==> src/rtl/xpath_pkg.sv <==
package xpath_pkg;
  localparam logic SIDE_A = 1'b0;
  localparam logic SIDE_B = 1'b1;

  typedef struct packed {
    logic overA;
    logic overB;
  } xpathStrobe_t;
endpackage

==> src/rtl/xpath_datapath.sv <==
module xpath_datapath
  import xpath_pkg::*;
#(
  parameter int NUM_SLOTS = 8,
  parameter bit REG_OUT   = 1'b1,
  localparam int CNT_W    = $clog2(NUM_SLOTS + 1)
) (
  input  logic                 clk,
  input  logic                 rstN,
  input  logic [NUM_SLOTS-1:0] slotValid,
  input  logic [NUM_SLOTS-1:0] slotSide,
  input  logic [NUM_SLOTS-1:0] slotXpath,
  input  xpathStrobe_t         strobe,
  input  logic                 legalIn,
  output logic [CNT_W-1:0]     countA,
  output logic [CNT_W-1:0]     countB,
  output logic [NUM_SLOTS-1:0] conflictMask,
  output logic                 packetLegalQ
);
  logic [NUM_SLOTS-1:0] usedSlot;

  assign usedSlot = slotValid & slotXpath;

  always_comb begin
    countA = '0;
    countB = '0;
    for (int i = 0; i < NUM_SLOTS; i++) begin
      if (usedSlot[i] && slotSide[i] == SIDE_A) countA = countA + CNT_W'(1);
      if (usedSlot[i] && slotSide[i] == SIDE_B) countB = countB + CNT_W'(1);
    end
  end

  for (genvar g = 0; g < NUM_SLOTS; g++) begin : gMask
    assign conflictMask[g] = usedSlot[g] &
                             ((slotSide[g] == SIDE_B) ? strobe.overB : strobe.overA);
  end

  if (REG_OUT) begin : gReg
    logic legalReg;
    always_ff @(posedge clk) begin
      if (!rstN) legalReg <= 1'b1;
      else       legalReg <= legalIn;
    end
    assign packetLegalQ = legalReg;

    p_reg_copy_r7: assert property (@(posedge clk) disable iff (!rstN)
      $past(rstN) |-> packetLegalQ == $past(legalIn));
  end else begin : gComb
    assign packetLegalQ = legalIn;
  end

  p_mask_counted_r8: assert property (@(posedge clk) disable iff (!rstN)
    (conflictMask & ~(slotValid & slotXpath)) == '0);
  p_mask_illegal_r5: assert property (@(posedge clk) disable iff (!rstN)
    (|conflictMask) |-> !legalIn);
  p_mask_pair_r3: assert property (@(posedge clk) disable iff (!rstN)
    !legalIn |-> $countones(conflictMask) >= 2);
endmodule

==> config.mk <==
export PLATFORM = sky130hd
export DESIGN_NAME = xpath_datapath
export DESIGN_NICKNAME = d
export VERILOG_FILES = /design/src/rtl/xpath_pkg.sv /design/src/rtl/xpath_datapath.sv
export SDC_FILE = /design/constraint.sdc
export NUM_CORES = 1
export LEC_CHECK = 0
export BUFFER_PORTS_ARGS = -buffer_cell sky130_fd_sc_hd__buf_4
export CAP_MARGIN = 10
export CORE_MARGIN = 2
export CORE_UTILIZATION = 55
export CTS_CLUSTER_SIZE = 25
export DETAILED_ROUTE_END_ITERATION = 10
export PLACE_DENSITY_LB_ADDON = 0.05
export REMOVE_ABC_BUFFERS = 1
export SYNTH_ARGS = -nofsm -noshare
export SYNTH_HDL_FRONTEND = slang
export SYNTH_SLANG_ARGS = --single-unit
==> constraint.sdc <==
create_clock -name clk -period 10.67 [get_ports clk]
set_input_delay 2.134 -clock clk [delete_from_list [all_inputs] [get_ports clk]]
set_output_delay 2.134 -clock clk [all_outputs]
set_load 0.05 [all_outputs]
# == Yosys cells after proc, flatten, opt, wreduce, memory -nomap -nowiden ==
# Index checks and enable logic that the tools add are counted.
# totals
regBits,1
inputBits,29
out_inout_bits,17
elab_cells,72
# op_classes
n_addsub,14
n_mux,24
bitwise,17
n_reduce_logical,16
# ops
op,count
adder 4 x 1 -> 4 bit (second input constant),12
2-to-1 mux 4 bit,12
logical AND 1 bit,16
2-to-1 mux 1 bit,10
AND 1 bit,8
AND 8 bit,1
inverter 1 bit,8
adder 1 x 1 -> 2 bit (second input constant),2
2-to-1 mux 2 bit,2

# == Logic depth before layout (Yosys ltp) ==
# depth
word_depth,17
depth_mapped,20
ltp_nobuf,20

# == Least setup slack after synthesis ==
# OpenSTA, ideal clock, no wires.
# synth_path
path_type,input to output
from,in slotSide[0]
to,out countB[2]
arrival_time_ps,6195
required_time_ps,8536
slack_ps,2341
path_stages,15
n_path_buf,0
cell_sequence,and3_1 > ha_1 > xnor2_1 > ha_1 > mux2_2 > ha_1 > mux2_2 > ha_1 > mux2_2 > ha_1 > mux2_2 > ha_1 > nand2_1 > xor2_1 > xnor2_1
# synth_via
elab_chain_cells,16
# synth_lines
item,line,text
from (decl),xpath_datapath.sv:11,"input logic [NUM_SLOTS-1:0] slotSide,"
logical AND 1 bit (*),xpath_datapath.sv:29,if (usedSlot[i] && slotSide[i] == SIDE_B) countB = countB + CNT_W'(1);
2-to-1 mux 1 bit (*),xpath_datapath.sv:29,
adder 1 x 1 -> 2 bit,xpath_datapath.sv:29,
2-to-1 mux 2 bit (*),xpath_datapath.sv:29,
adder 4 x 1 -> 4 bit,xpath_datapath.sv:29,
2-to-1 mux 4 bit (*),xpath_datapath.sv:29,
adder 4 x 1 -> 4 bit,xpath_datapath.sv:29,
2-to-1 mux 4 bit (*),xpath_datapath.sv:29,
adder 4 x 1 -> 4 bit,xpath_datapath.sv:29,
2-to-1 mux 4 bit (*),xpath_datapath.sv:29,
adder 4 x 1 -> 4 bit,xpath_datapath.sv:29,
2-to-1 mux 4 bit (*),xpath_datapath.sv:29,
adder 4 x 1 -> 4 bit,xpath_datapath.sv:29,
2-to-1 mux 4 bit (*),xpath_datapath.sv:29,
adder 4 x 1 -> 4 bit,xpath_datapath.sv:29,
2-to-1 mux 4 bit (*),xpath_datapath.sv:29,
to (decl),xpath_datapath.sv:16,"output logic [CNT_W-1:0] countB,"
# Mark *: on every way between the ends. The rest lies on a longest branch, timed or not.

# == Worst setup path in the final report ==
# layout_path
from,in slotSide[1]
to,out countA[3]
# layout_via
elab_chain_cells,15
# layout_lines
item,line,text
inverter 1 bit (*),xpath_datapath.sv:28,if (usedSlot[i] && slotSide[i] == SIDE_A) countA = countA + CNT_W'(1);
logical AND 1 bit (*),xpath_datapath.sv:28,
2-to-1 mux 2 bit (*),xpath_datapath.sv:28,
adder 4 x 1 -> 4 bit,xpath_datapath.sv:28,
2-to-1 mux 4 bit (*),xpath_datapath.sv:28,
adder 4 x 1 -> 4 bit,xpath_datapath.sv:28,
2-to-1 mux 4 bit (*),xpath_datapath.sv:28,
adder 4 x 1 -> 4 bit,xpath_datapath.sv:28,
2-to-1 mux 4 bit (*),xpath_datapath.sv:28,
adder 4 x 1 -> 4 bit,xpath_datapath.sv:28,
2-to-1 mux 4 bit (*),xpath_datapath.sv:28,
adder 4 x 1 -> 4 bit,xpath_datapath.sv:28,
2-to-1 mux 4 bit (*),xpath_datapath.sv:28,
adder 4 x 1 -> 4 bit,xpath_datapath.sv:28,
2-to-1 mux 4 bit (*),xpath_datapath.sv:28,
to (decl),xpath_datapath.sv:15,"output logic [CNT_W-1:0] countA,"
# Marked as above.

==> results.cfg <==
[outcome]
outcome = complete, no violations

[worst_setup_path]
slowest_delay_ns = 0.50
crit_path_start_kind = primary input
end_kind = primary output
worstPathArrival_ns = 6.15
worstPathCellList = buf_4, or2_2, inv_1, ha_1, xnor2_4, inv_1, ha_1, a21oi_1, a22oi_1, xnor2_1, a221oi_1, ha_1, nand2_1, nor4_1, a211oi_2, xnor2_1, a211oi_2, buf_4
slowest_stage = a221oi_1
critPathRequiredTime_ns = 8.54
critPathMaxFanout = 11
cp_common_cell = ha_1
critical_path_class = primary input to primary output

[placed_design]
place_congestion = 0.814
place_inst = 245
dpl.hpwl_mm = 2.82
port_buffers = 45

[logic_synthesis]
ys_seq_area_frac = 0.0152
yosysWarnings = 0
avgSynthCellArea_sq_um = 7.30
netlist_instances = 181
ys_seq_elements = 1
syn-cell-area_sq_um = 1320
ys_types = 41

[clock_tree]
cts_resized = 0
cts-hold-fix-buffers = 0
path_clk_slew_ns = 0
postCtsSetupBuffers = 0

[global_route]
grt_max_degree = 13
grt_pass1_vias = 1319
antenna_found_initial = 0
grt.total_usage = 0.242
grt-ovfl-total = 0
grt_pass1_wl_mm = 5.33

[detailed_routing]
num_vias = 1408
wl_per_cell_um = 13.5
first_pass_iters = 4
vias_per_cell = 5.75
drt-initial-drc-count = 20
final_antenna_net_count = 0
drc = 0
wl_mm = 3.30

[finish]
largest_reg_flops = 1
layout.nets = 263
layoutNonFillerInstCount = 245
utilization = 0.739
layout-drive-gt1-share = 0.286
areaGrowthSynthToFinish_pct = 25.0
diodes = 0
fill_cells = 171

[timing]
fin_crit_sh = 0.777
rsz0062_at_grt = false
slew_headroom = 0.599
fmax_mhz = 121
setup_viol = 0
hold_viol = 0
worst_hold_slack_ns = 2.31
slew_viol_final = 0
tns_ns = 0
worstMarginPinSlew_ns = 0.601
min_period_ns = 8.29

[floorplanning]
rows = 17
die_w_um = 53.0
dieArea_sq_um = 2810
core-area_sq_um = 2230
die_y_um = 53.0
start_util = 0.592
io_pins = 46

[job]
maxCapViolations = 0

[power_and_ir_drop]
p_leak_nw = 0.768
cellPowerDensity_nw_per_um2 = 60.7
max-vdd-ir-drop_mv = 0.0589

[min_path]
hp-class = primary input to register
==> cells by family (layout without fill, tap and decap cells) <==
kind of cell / Yosys count / in the layout / synth area share
buffers and inverters: 15 / 51 / 0.0492
muxes: 11 / 11 / 0.0890
xor gates and xnor gates: 30 / 30 / 0.239
and+or+nand+nor: 84 / 84 / 0.330
AOI/OAI and AO/OA: 25 / 25 / 0.136
DFF: 1 / 1 / 0.0152
adders and majority gates: 15 / 15 / 0.142
==> report_power, final <==
group,internal (mW),switching [mW]
combinational,0.0387,0.0574
sequential,0.00402,0.0000403
clock,0,0
==> layout make-up <==
class / instances / area [sq um] / area share
inverter: 6 / 22.5 / 0.0136
multi-input combinational: 165 / 1240 / 0.748
sequential: 1 / 20.0 / 0.0121
tap: 28 / 35.0 / 0.0212
timing repair buffer: 45 / 338 / 0.205
==> worst max-delay path: cells and delay by family <==
kind | cells | cell delay (ns)
AOI/OAI and AO/OA | 5 | 1.14
xor gates and xnor gates | 3 | 0.63
adders and majority gates | 3 | 0.99
buffers and inverters | 4 | 0.55
and+or+nand+nor | 3 | 0.69
==> metrics by stage <==
| stage | total power [mW] | instance area [sq um] | setup slack, ns |
|---|---|---|---|
| 2_1_floorplan | 0.0719 | 1280 | 2.34 |
| 6_report | 0.100 | 1650 | 2.38 |
| 4_1_cts | 0.101 | 1650 | 2.38 |
| 3_5_place_dp | 0.100 | 1650 | 2.40 |
| 3_3_place_gp | 0.0965 | 1650 | 2.55 |
| 5_1_grt | 0.107 | 1650 | 2.15 |
==> routing by layer <==
layer	global-route usage	share of wire
met2	0.444	0.52
met1	0.305	0.43
met5	0	0
met3	0.00847	0.029
met4	0.0684	0.018
==> cell usage in the layout, fill, tap and decap left out, drive strengths merged, types with 6 or more instances in the layout <==
master and count:
buf 45, o21ai 8, ha 15, mux2 6, inv 6, nand3 7
xnor2 20, nor3 7, xor2 9, nor2 10, and3 7, nand2 30
==> path summary, 6_finish.rpt <==
| kind | from | to | slack [ns] | cells after the start |
|---|---|---|---|---|
| worst max-delay path | slotSide[1] | countA[3] | 2.38 | 18 |
| worst min-delay path | rstN | packetLegalQ$_SDFF_PN1_ | 2.31 | 2 |
==> Yosys cell counts <==
cell type	instances	area, sq um
and3_4	1	11.3
or2_2	4	25.0
xnor2_1	18	158
and4bb_2	1	12.5
clkbuf_1	7	26.3
nand2b_1	2	12.5
xnor2_4	2	55.1
a221oi_1	1	8.76
nand3b_1	4	30.0
mux2_2	6	67.6
a211oi_2	2	25.0
buf_6	1	11.3
a21oi_1	3	15.0
xnor3_2	1	23.8
nor2_1	10	37.5
buf_2	1	5.00
a22o_1	3	26.3
or3_1	1	6.26
nor3b_1	1	7.51
xor2_1	9	78.8
mux2i_1	5	50.1
a311oi_1	1	8.76
ha_1	15	188
o41ai_1	1	8.76
nand2_1	30	113
nand4_1	4	25.0
o21ai_0	8	40.0
dfxtp_1	1	20.0
a211o_1	1	8.76
nor3_1	7	35.0
nor4_1	2	12.5
a21boi_0	1	7.51
nand3_1	7	35.0
inv_1	6	22.5
and3b_1	3	26.3
o32ai_1	1	8.76
o221ai_1	1	8.76
a22oi_1	1	7.51
and3_1	6	37.5
and4_1	1	8.76
a31oi_1	1	6.26
Note: power is estimated with default switching activity, not from simulation.
